<file path="src/rtl/idata_space_pkg.sv">
package idata_space_pkg;

    localparam int ADDR_W = 8;
    localparam int DATA_W = 8;

    // Where a request lands after decoding
    typedef enum logic [1:0] {
        SPACE_NONE     = 2'd0,
        SPACE_RAM_LOW  = 2'd1,
        SPACE_RAM_HIGH = 2'd2,
        SPACE_SFR      = 2'd3
    } space_e;

    // One access request from the core
    typedef struct packed {
        logic              en;
        logic              indirect;
        logic [ADDR_W-1:0] addr;
    } acc_t;

    // Upper half is overlaid: mode decides between registers and upper RAM
    function automatic space_e classify(input logic en, input logic indirect,
                                        input logic upper_half);
        if (!en)
            return SPACE_NONE;
        else if (!upper_half)
            return SPACE_RAM_LOW;
        else if (indirect)
            return SPACE_RAM_HIGH;
        else
            return SPACE_SFR;
    endfunction

    function automatic logic is_ram(input space_e s);
        return (s == SPACE_RAM_LOW) || (s == SPACE_RAM_HIGH);
    endfunction

endpackage

</file>
<file path="src/rtl/idata_space_decode.sv">
module idata_space_decode
    import idata_space_pkg::*;
(
    input  acc_t   req,
    output space_e space
);
    localparam int TOP_BIT = ADDR_W - 1;

    always_comb begin
        space = classify(req.en, req.indirect, req.addr[TOP_BIT]);
    end

endmodule

</file>
<file path="src/rtl/idata_ram.sv">
module idata_ram #(
    parameter int ADDR_W = 8,
    parameter int DATA_W = 8
) (
    input  logic              clk,
    input  logic              re,
    input  logic [ADDR_W-1:0] raddr,
    input  logic              we,
    input  logic [ADDR_W-1:0] waddr,
    input  logic [DATA_W-1:0] wdata,
    output logic [DATA_W-1:0] rdata
);
    localparam int DEPTH = 1 << ADDR_W;

    logic [DATA_W-1:0] mem [DEPTH];

    // Contents are deliberately not reset
    always_ff @(posedge clk) begin
        if (we)
            mem[waddr] <= wdata;
    end

    // Registered read; same-index write in this cycle is not yet visible
    always_ff @(posedge clk) begin
        if (re)
            rdata <= mem[raddr];
    end

endmodule

</file>
<file path="src/rtl/idata_read_return.sv">
module idata_read_return
    import idata_space_pkg::*;
#(
    parameter int DW = DATA_W
) (
    input  logic          clk,
    input  logic          rst,
    input  space_e        rd_space,
    input  logic [DW-1:0] sfr_rdata,
    input  logic          sfr_hit,
    input  logic [DW-1:0] ram_q,
    output logic          rd_valid,
    output logic [DW-1:0] rd_data
);
    space_e        src_q;
    logic [DW-1:0] sfr_q;

    always_ff @(posedge clk) begin
        if (rst) begin
            src_q <= SPACE_NONE;
            sfr_q <= '0;
        end else begin
            src_q <= rd_space;
            if (rd_space == SPACE_SFR)
                sfr_q <= sfr_hit ? sfr_rdata : '0;
        end
    end

    always_comb begin
        rd_valid = (src_q != SPACE_NONE);
        unique case (src_q)
            SPACE_SFR:      rd_data = sfr_q;
            SPACE_RAM_LOW,
            SPACE_RAM_HIGH: rd_data = ram_q;
            default:        rd_data = '0;
        endcase
    end

    AST_SFR_MISS_ZERO: assert property (@(posedge clk) disable iff (rst)
        (rd_space == SPACE_SFR && !sfr_hit) |=> (rd_data == '0))
        else $error("absent register read not zero");

    AST_IDLE_DATA_ZERO: assert property (@(posedge clk) disable iff (rst)
        !rd_valid |-> (rd_data == '0))
        else $error("rd_data nonzero while idle");

endmodule

</file>
<file path="src/rtl/idata_space_router.sv">
module idata_space_router
    import idata_space_pkg::*;
(
    input  logic              clk,
    input  logic              rst,
    input  logic              rd_en,
    input  logic              rd_indirect,
    input  logic [ADDR_W-1:0] rd_addr,
    input  logic              wr_en,
    input  logic              wr_indirect,
    input  logic [ADDR_W-1:0] wr_addr,
    input  logic [DATA_W-1:0] wr_data,
    output logic              rd_valid,
    output logic [DATA_W-1:0] rd_data,
    output logic              sfr_rd_sel,
    output logic [ADDR_W-1:0] sfr_raddr,
    input  logic [DATA_W-1:0] sfr_rdata,
    input  logic              sfr_rd_hit,
    output logic              sfr_we,
    output logic [ADDR_W-1:0] sfr_waddr,
    output logic [DATA_W-1:0] sfr_wdata,
    input  logic              sfr_wr_hit
);
    acc_t              rd_req, wr_req;
    space_e            rd_space, wr_space;
    logic [DATA_W-1:0] ram_q;
    logic              ram_re, ram_we;

    assign rd_req = '{en: rd_en, indirect: rd_indirect, addr: rd_addr};
    assign wr_req = '{en: wr_en, indirect: wr_indirect, addr: wr_addr};

    idata_space_decode u_rd_dec (.req(rd_req), .space(rd_space));
    idata_space_decode u_wr_dec (.req(wr_req), .space(wr_space));

    assign ram_re = is_ram(rd_space);
    assign ram_we = is_ram(wr_space);

    idata_ram #(.ADDR_W(ADDR_W), .DATA_W(DATA_W)) u_ram (
        .clk   (clk),
        .re    (ram_re),
        .raddr (rd_addr),
        .we    (ram_we),
        .waddr (wr_addr),
        .wdata (wr_data),
        .rdata (ram_q)
    );

    // Register-bank side
    assign sfr_rd_sel = (rd_space == SPACE_SFR);
    assign sfr_raddr  = rd_addr;
    assign sfr_we     = (wr_space == SPACE_SFR) && sfr_wr_hit;
    assign sfr_waddr  = wr_addr;
    assign sfr_wdata  = wr_data;

    idata_read_return #(.DW(DATA_W)) u_ret (
        .clk       (clk),
        .rst       (rst),
        .rd_space  (rd_space),
        .sfr_rdata (sfr_rdata),
        .sfr_hit   (sfr_rd_hit),
        .ram_q     (ram_q),
        .rd_valid  (rd_valid),
        .rd_data   (rd_data)
    );

    AST_LOW_NOT_SFR: assert property (@(posedge clk) disable iff (rst)
        ((rd_en && !rd_addr[ADDR_W-1]) |-> !sfr_rd_sel) and
        ((wr_en && !wr_addr[ADDR_W-1]) |-> !sfr_we))
        else $error("low address reached register port");

    AST_DIRECT_UPPER_SFR: assert property (@(posedge clk) disable iff (rst)
        (rd_en && !rd_indirect && rd_addr[ADDR_W-1]) |-> sfr_rd_sel)
        else $error("direct upper read missed register port");

    AST_INDIRECT_NOT_SFR: assert property (@(posedge clk) disable iff (rst)
        ((rd_en && rd_indirect) |-> !sfr_rd_sel) and
        ((wr_en && wr_indirect) |-> !sfr_we))
        else $error("indirect access reached register port");

    AST_NO_WRITE_ABSENT: assert property (@(posedge clk) disable iff (rst)
        sfr_we |-> (sfr_wr_hit && wr_en))
        else $error("write strobe to absent register");

    AST_READ_LATENCY: assert property (@(posedge clk) disable iff (rst)
        rd_valid == $past(rd_en))
        else $error("rd_valid timing wrong");

    AST_RESET_CLEARS: assert property (@(posedge clk)
        rst |=> (!rd_valid && rd_data == '0))
        else $error("reset did not clear read return");

endmodule

</file>
<file path="config.mk">
export PLATFORM = sky130hd
export DESIGN_NAME = idata_space_router
export DESIGN_NICKNAME = d
export VERILOG_FILES = /design/src/rtl/idata_space_pkg.sv /design/src/rtl/idata_space_decode.sv /design/src/rtl/idata_ram.sv /design/src/rtl/idata_read_return.sv /design/src/rtl/idata_space_router.sv
export SDC_FILE = /design/constraint.sdc
export NUM_CORES = 2
export LEC_CHECK = 0
export ABC_AREA = 0
export BUFFER_PORTS_ARGS = -buffer_cell sky130_fd_sc_hd__buf_2
export CAP_MARGIN = 25
export CORE_UTILIZATION = 46
export CTS_CLUSTER_DIAMETER = 200
export CTS_CLUSTER_SIZE = 25
export DETAILED_ROUTE_END_ITERATION = 8
export PLACE_DENSITY = 0.68
export RECOVER_POWER = 100
export SYNTH_ARGS = -nofsm -noshare
export SYNTH_HDL_FRONTEND = slang
export SYNTH_SLANG_ARGS = --single-unit
</file>
<file path="constraint.sdc">
create_clock -name clk -period 2.5 [get_ports clk]
set_input_delay 0 -clock clk [delete_from_list [all_inputs] [get_ports clk]]
set_output_delay 0 -clock clk [all_outputs]
set_load 0.005 [all_outputs]
</file>
* Word level (Yosys, flattened, before mapping) *
Memory sizes are Yosys's and may differ from the RTL's. A register that Yosys moved wholly into a read port is not among the register bits.
Index checks and enable logic that the tools add are counted.

operators by class
  add/sub/neg operators = 0
  divide/modulo/power cells = 0
  eq/ne operators = 9
  shifts and indexed selects = 0
  magnitude comparators = 0
  reductions and logical operators = 5
  bitwise operators = 0
  $mul = 0
  mux-type cells = 10

operators with widths
  kind                  number
  $pmux W8 S2           1
  $eq A2 B2 Y1 const B  6
  $mux W2               4
  $mux W8               1
  $eq A2 B1 Y1 const B  3
  $mux W1               4
  $logic_or A1 B1 Y1    2
  $reduce_bool A2 Y1    1
  $reduce_or A2 Y1      1
  $logic_and A1 B1 Y1   1

storage, ports and cells
  flip-flop bits (word level) = 10
  bits in read-only memories = 0
  latch bits = 0
  output and inout port bits = 35
  memory bits (writable) = 2048
  memories kept = 1

memories
  name       words  width  rd ports  clocked after Yosys merged registers in  write ports  RTL line         source
  u_ram.mem  256    8      1         1                                        1            idata_ram.sv:15  logic [DATA_W-1:0] mem [DEPTH];

* Depth between registers and ports, before layout *
  word-level depth = 7
  gate-level depth with buffers = 11
  depth with buffers taken out = 6

* Modules after synthesis *
From an unflattened synthesis, not the netlist that was laid out.

unflattened totals
  cell total of the unflattened synthesis = 3830
  area, all modules = 80463.4 um2

modules (own cells, without submodules)
  module              area an instance (um2)  cells an instance  instances
  idata_ram           79636.4                 3733               1
  idata_read_return   580.6                   66                 1
  idata_space_router  211.5                   27                 1
  idata_space_decode  17.5                    2                  2

* Worst setup path after synthesis *
Ideal clock, no wire load.

  kind = input-to-reg
  from = input wr_addr[7]
  to = memory u_ram.mem[234][0] (enable)
  path buffers = 4
  stages on the path = 8
  data arrival time = 1.956 ns
  path slack = 0.173 ns
  cells stage by stage = clkbuf_1 a21boi_0 ha_1 clkbuf_1 buf_1 nand3_1 clkbuf_1 nor2_1

on the way
  longest elaborated chain between the ends = 6
  elaborated cells between the ends (all ways) = 7
  classes of those cells = eq/ne: 2; mux: 4; reduce/logical: 1

ends and longest elaborated chain
  what                                          RTL line                  source
  from (decl)                                   idata_space_router.sv:11  input logic [ADDR_W-1:0] wr_addr,
  $mux W2                                       idata_space_pkg.sv:26     else if (!upper_half)
  $mux W2                                       idata_space_pkg.sv:24     if (!en)
  $eq A2 B1 Y1 or $eq A2 B2 Y1 (tied branches)  idata_space_pkg.sv:35     return (s == SPACE_RAM_LOW) || (s == SPACE_RAM_HIGH);
  $logic_or A1 B1 Y1                            idata_space_pkg.sv:35
  $mux W1                                       idata_ram.sv:19           if (we)
  $mux W1 (not written as such)                 idata_ram.sv:20           mem[waddr] <= wdata;
  to (decl)                                     idata_ram.sv:15

Parallel ways exist; a longest one is shown, timed or not.

* Final worst setup path *
  from = input wr_addr[2]
  to = memory u_ram.mem[239][6] (enable)

No word-level cell before the write port.

==> results.sh <==
export IMPL_synth_cells=3850
export IMPL_yosys_area_top_type="edfxtp_1"
export IMPL_numPortBuffers=74
export IMPL_ff2ff_path_depth=7
export IMPL_peakVddDrop_mv=0.514
export IMPL_yosys_warnings=0
export IMPL_path_clk_slew_ns=0.09
export IMPL_grt_pass1_vias=40492
export IMPL_tns_ns=0
export IMPL_cts_made_buffers=92
export IMPL_overflow=0
export IMPL_viasPerCell=6.00
export IMPL_switching_share_pct=21.1
export IMPL_initial_core_util_pct=46.5
export IMPL_setup_slack_ns=0.0363
export IMPL_grt_use_met3_pct=3.00
export IMPL_grt_use_met1_pct=30.9
export IMPL_cts_tree="built"
export IMPL_path_buf_inv=5
export IMPL_post_dp_hpwl_um=126000
export IMPL_die_area_um2=176000
export IMPL_synth_top_area_share_pct=76.9
export IMPL_critical_path_required_ns=2.89
export IMPL_drc=0
export IMPL_cts_root_buf="clkbuf_16"
export IMPL_grt_antenna_before_repair=4
export IMPL_gp_congestion=0.859
export IMPL_r2r_start="u_ram.mem[183][7]"
export IMPL_wire_per_inst_um=28.6
export IMPL_layout_cells_most_common="edfxtp_1"
export IMPL_synth_cell_types=51
export IMPL_syn_area_um2=80300
export IMPL_num_rows=152
export IMPL_synthesis_nets=3895
export IMPL_vias=40517
export IMPL_grt_pass1_wl_um=279000
export IMPL_ys_flop_type="edfxtp_1"
export IMPL_multi_input_area_um2=16700
export IMPL_seq_area_frac_synth_pct=77.2
export IMPL_r2r_slack_ns=0.05
export IMPL_ant_nets=0
export IMPL_rr_endpoint="u_ram.rdata[7]"
export IMPL_cts_setup_buffers=0
export IMPL_finalSetupViolCount=0
export IMPL_grt_max_degree=96
export IMPL_seq_area_um2=61900
export IMPL_synthArstFlopShare_pct=0
export IMPL_comb_power_share_pct=6.6
export IMPL_post_place_ws_ns=-1.11
export IMPL_coreArea_um2=172000
export IMPL_cp_max_fo=11
export IMPL_status="finished with violations"
export IMPL_power_frac_seq_pct=64.7
export IMPL_clock_fmax_ghz=0.406
export IMPL_start_kind="primary input"
export IMPL_htreeDepth=3
export IMPL_maxSlewHeadroom_pct=-40.8
export IMPL_power_leakage_nw=27.6
export IMPL_busiest_layer="met2"
export IMPL_fin_skew_ns=0.0303
export IMPL_power_switching_mw=12.4
export IMPL_drv_slew=588
export IMPL_yosys_top_cells_area="edfxtp_1 77%, mux4_2 12%, a22oi_1 1.8%"
export IMPL_cts_sinks=2066
export IMPL_ios=75
export IMPL_rsz0062_at_grt="no"
export IMPL_violations="max-capacitance violations, max-slew violations"
export IMPL_min_delay_worst_endpoint="u_ram.rdata[6]"
export IMPL_die_w_um=420
export IMPL_ys_ff_latch=2066
export IMPL_place_area_um2=87500
export IMPL_path_delay_family="buffers and inverters"
export IMPL_tightest_slew_ns=2.11
export IMPL_crit_path_frequent_cell="clkbuf_1"
export IMPL_drtIter0Drc=5277
export IMPL_clk_latency_ns=0.75
export IMPL_crit_path_top_delay_cell="clkbuf_1"
export IMPL_area_delta_synth_final_pct=11.3
export IMPL_min_period_ns=2.46
export IMPL_drive_above_1_share_pct=23.2
export IMPL_power_internal_mw=46.6
export IMPL_clock_path_buffers=3
export IMPL_drt_wl_total_um=193000
export IMPL_drv_cap=10
export IMPL_clock_power_share_pct=28.7
export IMPL_min_from="rd_en"
export IMPL_fin_nets=4464
export IMPL_die_h_um=420
export IMPL_nFillCells=13493
export IMPL_grt_usage_pct=21.9
export IMPL_final_cell_mix="2,056 x edfxtp_1, 432 x mux4_2, 303 x nor2_1"
export IMPL_finalCritPeriodShare_pct=98.5
export IMPL_power_density_nw_per_um2=661
export IMPL_synth_avg_cell_area_um2=20.9
export IMPL_hp_class="primary input to flip-flop"
export IMPL_drt_pass1_iterations=5
export IMPL_path_cells="dlygate4sd3_1, clkbuf_1, nand4_1, inv_1, nand2_1, clkbuf_2, nor2_1, clkbuf_1"
export IMPL_synth_edf_count=2056
export IMPL_hold_viol_final=0
export IMPL_hold_depth=3
export IMPL_max_stage_delay_ns=0.61
export IMPL_grtUsageMet2_pct=35.8
export IMPL_crit_arrival_ns=2.86
export IMPL_end_kind="flip-flop"
export IMPL_final_area_um2=89300
export IMPL_criticalPathCategory="primary input to flip-flop"
-- worst max path at each step --
stage / start / endpoint / slack, ns / cells past startpoint
final: wr_addr[2] / u_ram.mem[239][6] / 0.04 / 8
after global routing: wr_addr[2] / u_ram.mem[107][0] / 0.01 / 8
after CTS: u_ram.mem[213][1] / u_ram.rdata[1] / 0.003 / 7
after detailed placement: rd_addr[0] / u_ram.rdata[0] / -1.11 / 10
after global placement: rd_addr[0] / u_ram.rdata[1] / -1.34 / 9
after floorplan: wr_addr[7] / u_ram.mem[234][0] / 0.17 / 8
-- what timing repair did --
| item | 4_1_cts | 5_1_grt |
|---|---|---|
| resized for setup | 12 | 6 |
| endpoints found under the hold margin | 1155 | 0 |
| endpoints found under the setup margin | 6 | 8 |
| pin swaps | 1 | 1 |
| hold buffers | 48 | 0 |
-- synth_stat cells, types with 26 or more instances --
master and n:
buf_2 66, buf_4 59, mux4_2 432, nand2_1 37
mux2i_1 125, a22oi_1 194, clkbuf_1 92, nand3_1 29
a21oi_1 115, o221ai_1 42, edfxtp_1 2056, nor2b_1 26
nor4_1 34, nor2_1 304
-- worst reg2reg max path: cells and delay by family (launching register included) --
kind            cells  cell delay, ns
compound gates      3            0.76
buf+inv             1            0.23
flops               1            0.37
simple gates        2            0.58
mux                 1            0.27
-- kinds of logic (layout without fill, tap and decap cells) --
| group | count (synthesis) | in the layout | synth area share, % |
|---|---|---|---|
| compound gates | 448 | 448 | 3.87 |
| fa+ha+maj | 5 | 5 | 0.0779 |
| buf+inv | 273 | 859 | 2.21 |
| flops | 2066 | 2066 | 77.2 |
| mux | 571 | 571 | 14.0 |
| other cells | 0 | 2 | 0 |
| simple gates | 487 | 487 | 2.69 |
-- layout make-up --
type	instances	share of cell area, %
Clock buffer	106	2.71
Inverter	7	0.0294
Sequential cell	2066	69.3
Clock inverter	5	0.0686
Antenna cell	2	0.00560
Multi-Input combinational cell	1511	18.7
Timing Repair Buffer	741	5.87
Tap cell	2310	3.24
-- power by group through the flow --
stage	logic [mW]	clock network (mW)	registers [mW]
5_1_grt	4.09	18.2	38.2
4_1_cts	3.96	17.2	38.2
2_1_floorplan	1.90	0	38.9
3_3_place_gp	3.83	0	39.0
6_report	3.88	16.9	38.2
3_5_place_dp	3.89	0	39.0
-- through the flow --
stage                     utilization [%]  power [mW]  hold WS (ns)  std cells
after floorplan                         -        40.8        0.0808       3850
after global placement               50.7        42.8         0.221       6584
after detailed placement             50.7        42.9         0.222       6587
after CTS                            52.5        59.3        0.0194       6746
after global routing                 51.8        60.5        0.0863       6746
final                                51.8        59.0        0.0597       6748
-- sequential cells by signal (all words and copies together) (netlist names) --
name / flops
u_ret.sfr_q: 8
u_ram.rdata: 8
u_ram.mem: 2048
u_ret.src_q: 2
-- metal layers --
layer  vias up  part of all wire [%]
met4         2                   2.8
li1      17054                     -
met5         -                0.0088
met2      1732                    49
met3       222                   7.7
met1     21507                    40
Note: power is estimated with default switching activity, not from simulation.
